<file path="config.mk">
export PLATFORM = sky130hd
export DESIGN_NAME = irq_steer_ctrl
export DESIGN_NICKNAME = d
export VERILOG_FILES = /design/src/rtl/irqsc_pkg.sv /design/src/rtl/irqsc_decode.sv /design/src/rtl/irqsc_core.sv /design/src/rtl/irq_steer_ctrl.sv
export SDC_FILE = /design/constraint.sdc
export NUM_CORES = 1
export LEC_CHECK = 0
export ABC_AREA = 1
export BUFFER_PORTS_ARGS = -buffer_cell sky130_fd_sc_hd__buf_2
export CAP_MARGIN = 30
export CORE_MARGIN = 2
export CORE_UTILIZATION = 55
export CTS_CLUSTER_DIAMETER = 150
export DETAILED_ROUTE_END_ITERATION = 10
export PLACE_DENSITY_LB_ADDON = 0.15
export SLEW_MARGIN = 10
export SYNTH_ARGS = -nofsm -noshare
export SYNTH_HDL_FRONTEND = slang
export SYNTH_SLANG_ARGS = --single-unit
</file>
<file path="constraint.sdc">
create_clock -name clk -period 1.5 [get_ports clk]
set_input_delay 0 -clock clk [delete_from_list [all_inputs] [get_ports clk]]
set_output_delay 0 -clock clk [all_outputs]
set_load 0.03 [all_outputs]
</file>
<file path="src/rtl/irqsc_pkg.sv">
package irqsc_pkg;
  localparam int NPLANE = 7;
  localparam int PL_CFG0  = 0;
  localparam int PL_CFG1  = 1;
  localparam int PL_CFG2  = 2;
  localparam int PL_MASK  = 3;
  localparam int PL_ROUTE = 4;
  localparam int PL_WAKE  = 5;
  localparam int PL_SEL   = 6;

  localparam int ADR_RISE    = 2 * NPLANE;
  localparam int ADR_FALL    = ADR_RISE + 1;
  localparam int ADR_TEST    = ADR_RISE + 2;
  localparam int ADR_SYSWAKE = ADR_RISE + 3;
  localparam int ADR_PENDHI  = ADR_RISE + 4;
  localparam int ADR_PENDLO  = ADR_RISE + 5;

  typedef struct packed {
    logic [NPLANE-1:0] planeSet;
    logic [NPLANE-1:0] planeClr;
    logic              riseClr;
    logic              fallClr;
    logic              testWr;
    logic              sysWakeWr;
  } strobe_t;
endpackage

</file>
<file path="src/rtl/irqsc_decode.sv">
module irqsc_decode
  import irqsc_pkg::*;
#(
  parameter int ADDR_W = 5
) (
  input  logic [ADDR_W-1:0] busAddr,
  input  logic              busWr,
  output strobe_t           strb
);
  localparam logic [ADDR_W-1:0] PlaneEnd = ADDR_W'(2 * NPLANE);

  always_comb begin
    strb = '0;
    if (busWr) begin
      if (busAddr < PlaneEnd) begin
        for (int p = 0; p < NPLANE; p++) begin
          if ((busAddr >> 1) == ADDR_W'(p)) begin
            if (busAddr[0]) strb.planeClr[p] = 1'b1;
            else            strb.planeSet[p] = 1'b1;
          end
        end
      end else if (busAddr == ADDR_W'(ADR_RISE))    strb.riseClr   = 1'b1;
      else if (busAddr == ADDR_W'(ADR_FALL))        strb.fallClr   = 1'b1;
      else if (busAddr == ADDR_W'(ADR_TEST))        strb.testWr    = 1'b1;
      else if (busAddr == ADDR_W'(ADR_SYSWAKE))     strb.sysWakeWr = 1'b1;
    end
  end
endmodule

</file>
<file path="src/rtl/irqsc_core.sv">
module irqsc_core
  import irqsc_pkg::*;
#(
  parameter int NSRC        = 32,
  parameter int WAKE_SRCS   = 8,
  parameter int SYNC_STAGES = 2,
  parameter int ADDR_W      = 5
) (
  input  logic              clk,
  input  logic              rstN,
  input  logic [NSRC-1:0]   srcIn,
  input  strobe_t           strb,
  input  logic [NSRC-1:0]   wrData,
  input  logic [ADDR_W-1:0] rdAddr,
  output logic [NSRC-1:0]   rdData,
  output logic [NSRC-1:0]   pendHi,
  output logic [NSRC-1:0]   pendLo,
  output logic              wakeAny
);
  localparam logic [ADDR_W-1:0] PlaneEnd = ADDR_W'(2 * NPLANE);

  logic [NSRC-1:0] planeQ [NPLANE];
  logic [NSRC-1:0] riseQ, fallQ, testQ, prevQ;
  logic [WAKE_SRCS-1:0] sysWakeQ;
  logic [SYNC_STAGES-1:0][NSRC-1:0] syncQ;
  logic [NSRC-1:0] pinSync, effIn, riseMode, fallMode, lvlHi, lvlLo;
  logic [NSRC-1:0] riseEv, fallEv, active;

  // configuration, mask, route, wake and select planes
  always_ff @(posedge clk or negedge rstN) begin
    if (!rstN) begin
      for (int p = 0; p < NPLANE; p++) planeQ[p] <= (p == PL_SEL) ? '1 : '0;
    end else begin
      for (int p = 0; p < NPLANE; p++) begin
        if (strb.planeSet[p])      planeQ[p] <= planeQ[p] | wrData;
        else if (strb.planeClr[p]) planeQ[p] <= planeQ[p] & ~wrData;
      end
    end
  end

  always_ff @(posedge clk or negedge rstN) begin
    if (!rstN) begin
      syncQ    <= '0;
      prevQ    <= '0;
      riseQ    <= '0;
      fallQ    <= '0;
      testQ    <= '0;
      sysWakeQ <= '0;
    end else begin
      syncQ <= {syncQ[SYNC_STAGES-2:0], srcIn};
      prevQ <= effIn;
      riseQ <= (riseQ & ~(strb.riseClr ? wrData : '0)) | riseEv;
      fallQ <= (fallQ & ~(strb.fallClr ? wrData : '0)) | fallEv;
      if (strb.testWr)    testQ    <= wrData;
      if (strb.sysWakeWr) sysWakeQ <= wrData[WAKE_SRCS-1:0];
    end
  end

  assign pinSync = syncQ[SYNC_STAGES-1];
  assign effIn   = (planeQ[PL_SEL] & pinSync) | (~planeQ[PL_SEL] & testQ);

  // per-source trigger decode
  for (genvar i = 0; i < NSRC; i++) begin : g_src
    logic [2:0] code;
    assign code        = {planeQ[PL_CFG2][i], planeQ[PL_CFG1][i], planeQ[PL_CFG0][i]};
    assign riseMode[i] = (code == 3'b001) || (code == 3'b011);
    assign fallMode[i] = (code == 3'b010) || (code == 3'b011);
    assign lvlHi[i]    = (code == 3'b101);
    assign lvlLo[i]    = (code == 3'b110);
    assign active[i]   = ((riseMode[i] | fallMode[i]) & (riseQ[i] | fallQ[i]))
                       | (lvlHi[i] & effIn[i]) | (lvlLo[i] & ~effIn[i]);
  end

  assign riseEv  = effIn & ~prevQ & riseMode;
  assign fallEv  = ~effIn & prevQ & fallMode;
  assign pendHi  = active & planeQ[PL_MASK] & planeQ[PL_ROUTE];
  assign pendLo  = active & planeQ[PL_MASK] & ~planeQ[PL_ROUTE];
  assign wakeAny = |(active & planeQ[PL_WAKE] & NSRC'(sysWakeQ));

  always_comb begin
    rdData = '0;
    if (rdAddr < PlaneEnd) begin
      for (int p = 0; p < NPLANE; p++)
        if ((rdAddr >> 1) == ADDR_W'(p)) rdData = planeQ[p];
    end else if (rdAddr == ADDR_W'(ADR_RISE))    rdData = riseQ;
    else if (rdAddr == ADDR_W'(ADR_FALL))        rdData = fallQ;
    else if (rdAddr == ADDR_W'(ADR_TEST))        rdData = testQ;
    else if (rdAddr == ADDR_W'(ADR_SYSWAKE))     rdData = NSRC'(sysWakeQ);
    else if (rdAddr == ADDR_W'(ADR_PENDHI))      rdData = pendHi;
    else if (rdAddr == ADDR_W'(ADR_PENDLO))      rdData = pendLo;
  end

  // reset state seen on release
  p_reset_state_r1: assert property (@(posedge clk) disable iff (!rstN)
    $rose(rstN) |-> (planeQ[PL_SEL] == '1 && planeQ[PL_MASK] == '0 && riseQ == '0 && fallQ == '0));

  // set write touches only written ones
  p_w1s_mask_r2: assert property (@(posedge clk) disable iff (!rstN)
    strb.planeSet[PL_MASK] |=> (((planeQ[PL_MASK] & $past(wrData)) == $past(wrData)) &&
      ((planeQ[PL_MASK] & ~$past(wrData)) == ($past(planeQ[PL_MASK]) & ~$past(wrData)))));

  // clear write touches only written ones
  p_w1c_mask_r2: assert property (@(posedge clk) disable iff (!rstN)
    strb.planeClr[PL_MASK] |=> (((planeQ[PL_MASK] & $past(wrData)) == '0) &&
      ((planeQ[PL_MASK] & ~$past(wrData)) == ($past(planeQ[PL_MASK]) & ~$past(wrData)))));

  // a latch bit only appears where the code selects that edge
  p_rise_needs_mode_r8: assert property (@(posedge clk) disable iff (!rstN)
    1'b1 |=> ((riseQ & ~$past(riseQ) & ~($past(planeQ[PL_CFG0]) & ~$past(planeQ[PL_CFG2]))) == '0));
  p_fall_needs_mode_r8: assert property (@(posedge clk) disable iff (!rstN)
    1'b1 |=> ((fallQ & ~$past(fallQ) & ~($past(planeQ[PL_CFG1]) & ~$past(planeQ[PL_CFG2]))) == '0));

  // clear write removes written latch bits unless a fresh edge arrived
  p_rise_clear_r9: assert property (@(posedge clk) disable iff (!rstN)
    strb.riseClr |=> ((riseQ & $past(wrData) & ~$past(riseEv)) == '0));
endmodule

</file>
<file path="src/rtl/irq_steer_ctrl.sv">
module irq_steer_ctrl
  import irqsc_pkg::*;
#(
  parameter int NSRC        = 32,
  parameter int WAKE_SRCS   = 8,
  parameter int SYNC_STAGES = 2,
  parameter int ADDR_W      = 5
) (
  input  logic              clk,
  input  logic              rstN,
  input  logic [NSRC-1:0]   srcIn,
  input  logic [ADDR_W-1:0] busAddr,
  input  logic              busWr,
  input  logic [NSRC-1:0]   busWrData,
  output logic [NSRC-1:0]   busRdData,
  output logic              irqHi,
  output logic              irqLo,
  output logic              wakeOut
);
  strobe_t strb;
  logic [NSRC-1:0] pendHi, pendLo;

  irqsc_decode #(.ADDR_W(ADDR_W)) u_decode (
    .busAddr(busAddr), .busWr(busWr), .strb(strb)
  );

  irqsc_core #(
    .NSRC(NSRC), .WAKE_SRCS(WAKE_SRCS), .SYNC_STAGES(SYNC_STAGES), .ADDR_W(ADDR_W)
  ) u_core (
    .clk(clk), .rstN(rstN), .srcIn(srcIn), .strb(strb), .wrData(busWrData),
    .rdAddr(busAddr), .rdData(busRdData), .pendHi(pendHi), .pendLo(pendLo),
    .wakeAny(wakeOut)
  );

  assign irqHi = |pendHi;
  assign irqLo = |pendLo;
endmodule

</file>
==> results.yml, run 1 <==
worst_setup_path:
  cp_data_required_time_ns: 1.50
  path_buf_inv: 2
  cp_common_cell: "nand2_2"
  critPathSlowestCell: "dfstp_2"
  r2r.worst_path.cells: 9
  rrSetupSlack_ns: -0.06
  path_cells: "inv_2 -> nand2_2 -> nand2_2 -> nand2_2 -> nand3_2 -> nand3_1 -> nand2_1 -> nor2_2 -> nand2_2 -> nor2_2 -> nand2_2 -> buf_6"
  path_depth: 12
  slowest_delay_ns: 0.59
  crit_path_start_kind: "flip-flop"
  end_kind: "output pin"
  worstPathMaxFanout: 5
  crit_arrival_ns: 2.35
  rr_endpoint: "u_core.riseQ[7]"
  crit_family: "simple AND/OR/NAND/NOR gates"
  cp-endpoint: "irqHi"
  worstSetupPathType: "flip-flop to output pin"
sta:
  relSlewSlack: 0.627
  clock_skew_ns: 0.0172
  rsz0062_at_grt: "yes"
  finalWorstSetupSlack_ns: -0.846
  fmax_ghz: 0.426
  fin_crit_ns: 2.35
  fin_crit_sh: 1.56
  slew_viol_final: 0
  final-hold-violation-count: 0
  setup_violations: 37
  worst_pin_slew_ns: 0.558
power:
  seqPwrFrac: 0.404
  powerDensity_nw_per_um2: 1250
  leakage_uw: 0.0142
  p_comb_frac: 0.292
  switching_share: 0.334
  peakVddDrop_mv: 1.13
  power.switching_uw: 12600
  clock_power_share: 0.304
  cell_internal_pwr_uw: 25200
routing:
  ant_nets: 0
  detail_route.first_pass.iterations: 9
  drc: 0
  post_drt_via_cell_ratio: 5.98
  vias: 23700
  wl_per_cell_um: 20.4
  wl_mm: 81.1
  first_iter_violations: 3228
die:
  rows: 72
  die_y_um: 202
  coreArea_um2: 38600
  start_util: 0.556
  fp.dieArea_um2: 40600
  ioPinCount: 107
  die_w_um: 202
yosys:
  synth-seq-cells: 424
  ys.flop_type: "dfrtp_1"
  synth.avg_cell_area_um2: 7.59
  yosys_warnings: 0
  synth_area_um2: 21500
  synth.most_common_cell: "nand2_1"
  synth.distinct_cells: 28
  synth_top_area_frac: 0.457
  syn_nets: 2899
  ys_top_cells_by_count: "nand2_1, o21ai_0, dfrtp_1"
  netlist_instances: 2827
  synth_area_leader_cell: "dfrtp_1"
  synth_area_leaders: "dfrtp_1, o21ai_0, nand2_1, inv_1, nand3_1"
  synth_edf_count: 0
  async_reset_ff_frac: 1.00
  synth_seq_area_share: 0.496
layout:
  final_cell_area_um2: 30300
  finalNonFillerCells: 3971
  fin_nets: 3490
  synthToLayoutAreaGrowth_pct: 41.2
  num_antenna_cells: 0
  fillCellCount: 2589
  layout-drive-gt1-share: 0.299
place:
  placed_cell_area_um2: 26000
  gp_congestion: 0.924
  portBuffers: 106
  dpl.cell_count: 3756
  dp_hpwl_mm: 49.5
global_routing:
  grt_pass1_vias: 22900
  grt_first_pass_wirelength_mm: 122
  overflow: 0
  grt_max_degree: 61
  antenna_found_initial: 0
  grt_usage: 0.385
min_path:
  min_path_type: "input port to flip-flop"
clocking:
  clock-sinks: 424
  htreeDepth: 2
  cts_root_buf: "clkbuf_16"
  cts_max_path_buffers: 3
  cts_tree: "yes"
  insertion_delay_ns: 0.59
  numCtsBuffers: 47
  clk_pin_slew_ns: 0.06
status:
  violations: "setup timing"
  outcome: "finished with violations"
run:
  maxCapViolCount: 0
worst min-delay path by stage:
stage | depth (start not counted) | endpoint | slack (ns) | startpoint
2_1_floorplan | 0 | async pin | -0.30 | rstN
3_3_place_gp | 1 | u_core.syncQ[5] | -0.07 | rstN
3_5_place_dp | 1 | u_core.syncQ[5] | -0.07 | rstN
4_1_cts | 2 | u_core.syncQ[26] | 0.03 | srcIn[26]
5_1_grt | 2 | u_core.syncQ[12] | 0.06 | srcIn[12]
6_report | 2 | u_core.syncQ[29] | 0.05 | srcIn[29]
metrics by stage:
step                      total power [µW]  hold WS (ns)  setup WS (ns)  TNS (ns)  utilization
after floorplan                      19200        -0.296         0.0456         0            -
after global placement               23200       -0.0737         -0.389     -4.97        0.675
after detailed placement             23600       -0.0727         -0.411     -8.57        0.675
after CTS                            36700        0.0296         -0.798    -24.14        0.770
after global routing                 39400        0.0570         -0.899    -25.31        0.786
final                                37700        0.0522         -0.846    -22.44        0.786
repair_timing:
| action | CTS | global route |
|---|---|---|
| gates resized for setup | 319 | 169 |
| hold buffers | 66 | 0 |
| endpoints found under the hold margin | 718 | 0 |
| setup buffers | 59 | 30 |
| pin swaps | 143 | 129 |
| endpoints found under the setup margin | 35 | 42 |
cell type report:
class | count | area, µm² | area share
inverters | 337 | 1270 | 0.0419
repair buffers | 670 | 5950 | 0.196
well taps | 518 | 648 | 0.0214
flip-flops and latches | 424 | 10700 | 0.352
clock inverters | 14 | 105 | 0.00347
multi-input cells | 1938 | 10300 | 0.339
clock buffers | 70 | 1400 | 0.0463
layout by cell type, fill, tap and decap left out, drive strengths merged, types with 2 or more instances in the layout:
cell and instances:
or2 2, o21ai 601, o22ai 27, dlygate4sd3 65, buf 605, a211oi 8
clkinv 11, dfrtp 392, nor3 2, o211ai 30, inv 338, nand4 109
clkbuf 70, nand2 673, a21oi 37, dfstp 32, nor2 207, nand3 209
o31ai 31
per-layer routing:
metal,wire length [µm],up-vias,track usage
li1,-,10600,-
met1,30300,11200,0.493
met2,38400,1487,0.632
met3,7680,398,0.0703
met4,4750,0,0.190
met5,0,-,0
kinds of logic after synthesis:
| logic type | count (synthesis) | share of synthesized area |
|---|---|---|
| AO/OA/AOI/OAI | 735 | 0.181 |
| buffers and inverters | 465 | 0.0837 |
| flip-flops | 424 | 0.496 |
| AND/OR/NAND/NOR | 1203 | 0.239 |
power by group through the flow:
stage / Sequential [µW] / Clock [µW] / Combinational, µW
detailed placement: 15200 / 0 / 8470
floorplan: 14800 / 0 / 4320
CTS: 15100 / 11500 / 10100
finish: 15200 / 11500 / 11000
global route: 15400 / 12000 / 12000
global placement: 15000 / 0 / 8160
Note: power is estimated with default switching activity, not from simulation.
==> inputs of run 2 (changes only) <==
--- a/config.mk
+++ b/config.mk
@@ -8,8 +8,9 @@
 export ABC_AREA = 1
 export BUFFER_PORTS_ARGS = -buffer_cell sky130_fd_sc_hd__buf_2
 export CAP_MARGIN = 30
+export CORE_ASPECT_RATIO = 1.1
 export CORE_MARGIN = 2
-export CORE_UTILIZATION = 55
+export CORE_UTILIZATION = 45
 export CTS_CLUSTER_DIAMETER = 150
 export DETAILED_ROUTE_END_ITERATION = 10
 export PLACE_DENSITY_LB_ADDON = 0.15
==> run 2 against run 1 <==
Net effect: the run still ends with setup timing left; first-iteration DRC count decreased by 35%; maximum frequency grew 0.48%; largest power group unchanged; highest routed layer unchanged; sequential share of layout area hardly changed.
==> results.yml, run 2 (synthesized netlist as in run 1, its figures left out) <==
sta:
  final-hold-violation-count: 0
  relSlewSlack: 0.457
  fin_crit_ns: 2.33
  slew_viol_final: 0
  worst_pin_slew_ns: 0.812
  final.setup.tns_ns: -22.19
  fin_crit_sh: 1.56
  clock_skew_ns: 0.0137
  hold_slack_ns: 0.0341
  rsz0062_at_grt: "yes"
  finalWorstSetupSlack_ns: -0.834
  fmax_ghz: 0.428
  setup_violations: 35
global_routing:
  overflow: 0
  grt_max_degree: 76
  grt_pass1_vias: 21900
  grt_usage: 0.315
  antenna_found_initial: 0
  grt_first_pass_wirelength_mm: 120
place:
  portBuffers: 106
  gp_congestion: 0.896
  dp_hpwl_mm: 49.7
clocking:
  clk_pin_slew_ns: 0.06
  cts_tree: "yes"
  insertion_delay_ns: 0.60
  clock-sinks: 424
  htreeDepth: 2
  numCtsBuffers: 48
  cts_max_path_buffers: 3
  cts_root_buf: "clkbuf_16"
routing:
  wl_mm: 77.3
  wl_per_cell_um: 18.9
  drc: 0
  vias: 22400
  first_iter_violations: 2083
  post_drt_via_cell_ratio: 5.48
  ant_nets: 0
  detail_route.first_pass.iterations: 6
power:
  p_comb_frac: 0.288
  switching_share: 0.324
  leakage_uw: 0.0142
  clock_power_share: 0.310
  peakVddDrop_mv: 0.983
  cell_internal_pwr_uw: 25300
  seqPwrFrac: 0.402
  power.switching_uw: 12200
  powerDensity_nw_per_um2: 1240
min_path:
  hold_end: "u_core.syncQ[25]"
  min-delay-start: "srcIn[25]"
  holdPathStages: 2
  min_path_type: "input port to flip-flop"
worst_setup_path:
  r2r.worst_path.cells: 7
  path_cells: "inv_2 -> nand2_2 -> nand2_2 -> nand2_2 -> nand3_4 -> nand3_2 -> nand2_2 -> nor2_4 -> nand2_2 -> nor2_2 -> nand2_2 -> buf_6"
  slowest_delay_ns: 0.58
  critPathSlowestCell: "dfstp_2"
  worstPathMaxFanout: 5
  crit_path_start_kind: "flip-flop"
  cp_data_required_time_ns: 1.50
  end_kind: "output pin"
  cp_common_cell: "nand2_2"
  rr_endpoint: "u_core.fallQ[19]"
  worstSetupPathType: "flip-flop to output pin"
  crit_arrival_ns: 2.33
  rrSetupSlack_ns: 0.07
die:
  ioPinCount: 107
  coreArea_um2: 46800
  rows: 83
  die_w_um: 212
  start_util: 0.458
  fp.dieArea_um2: 49400
  die_y_um: 233
layout:
  fin_nets: 3484
  layout_common_cells: "o21ai_0, nand2_1, buf_4"
  fillCellCount: 3933
  final_common_cell: "o21ai_0"
  seqCellArea_um2: 10700
  multi_input_area_um2: 10300
  synthToLayoutAreaGrowth_pct: 41.2
  layout-drive-gt1-share: 0.298
status:
  violations: "setup timing"
  outcome: "finished with violations"
run:
  maxCapViolCount: 0
==> run 2: cell count changes in the layout (fill, tap and decap cells not counted), sizes merged <==
cell | previous run | this run
clkbuf | 70 | 80
buf | 605 | 597
clkinv | 11 | 7
bufinv | 1 | 0
clkinvlp | 1 | 0
diode | 0 | 1
dlygate4sd3 | 65 | 66
inv | 338 | 339
==> run 2: power by group through the flow <==
| stage | logic (µW) | registers, µW | clock network [µW] |
|---|---|---|---|
| floorplan | 4320 | 14800 | 0 |
| global placement | 8500 | 15000 | 0 |
| detailed placement | 8740 | 15100 | 0 |
| CTS | 9860 | 15000 | 11800 |
| global route | 11900 | 15300 | 12300 |
| finish | 10800 | 15100 | 11600 |
==> run 2: layer usage <==
metal | GRT usage | share of wire | wire length [µm] | up-vias
met2 | 0.532 | 0.48 | 36800 | 897
met4 | 0.117 | 0.039 | 3030 | 0
met3 | 0.0501 | 0.072 | 5560 | 213
met5 | 0 | 0 | 0 | -
li1 | - | - | - | 10600
met1 | 0.408 | 0.41 | 31900 | 10700
==> run 2: critical path, delay by kind of cell, from the launching register on <==
| kind | cells | cell delay (ns) |
|---|---|---|
| AND/OR/NAND/NOR | 10 | 0.94 |
| flip-flops | 1 | 0.58 |
| buffers and inverters | 2 | 0.21 |
==> run 2: what timing repair did <==
item                       4_1_cts  5_1_grt
hold buffers                    66        0
setup endpoints to repair       35       35
pin swaps                      107      143
hold endpoints to repair       762        0
gates cloned                     0        0
buffers inserted                25       29
gates resized for setup        285      188
==> run 2: worst max-delay path by stage <==
stage	to	slack, ns
finish	irqLo	-0.83
global route	irqLo	-0.92
floorplan	irqHi	0.05
detailed placement	irqLo	-0.55
global placement	irqLo	-0.55
CTS	irqLo	-0.85
==> run 2: final cells by class <==
class / instances / area share
clock buffers: 80 / 0.0493
flip-flops and latches: 424 / 0.352
repair buffers: 663 / 0.190
diodes: 1 / 0.0000826
multi-input cells: 1938 / 0.339
well taps: 637 / 0.0263
inverters: 337 / 0.0417
clock inverters: 9 / 0.00186
==> run 2: metrics by stage <==
stage | power, µW | instance area, µm² | setup slack (ns) | utilization | cells
floorplan | 19200 | 21500 | 0.0456 | - | 2827
global placement | 23500 | 26100 | -0.549 | 0.558 | 3883
detailed placement | 23800 | 26100 | -0.552 | 0.558 | 3883
CTS | 36600 | 29400 | -0.848 | 0.629 | 4060
global route | 39500 | 30300 | -0.924 | 0.647 | 4088
finish | 37500 | 30300 | -0.834 | 0.647 | 4089
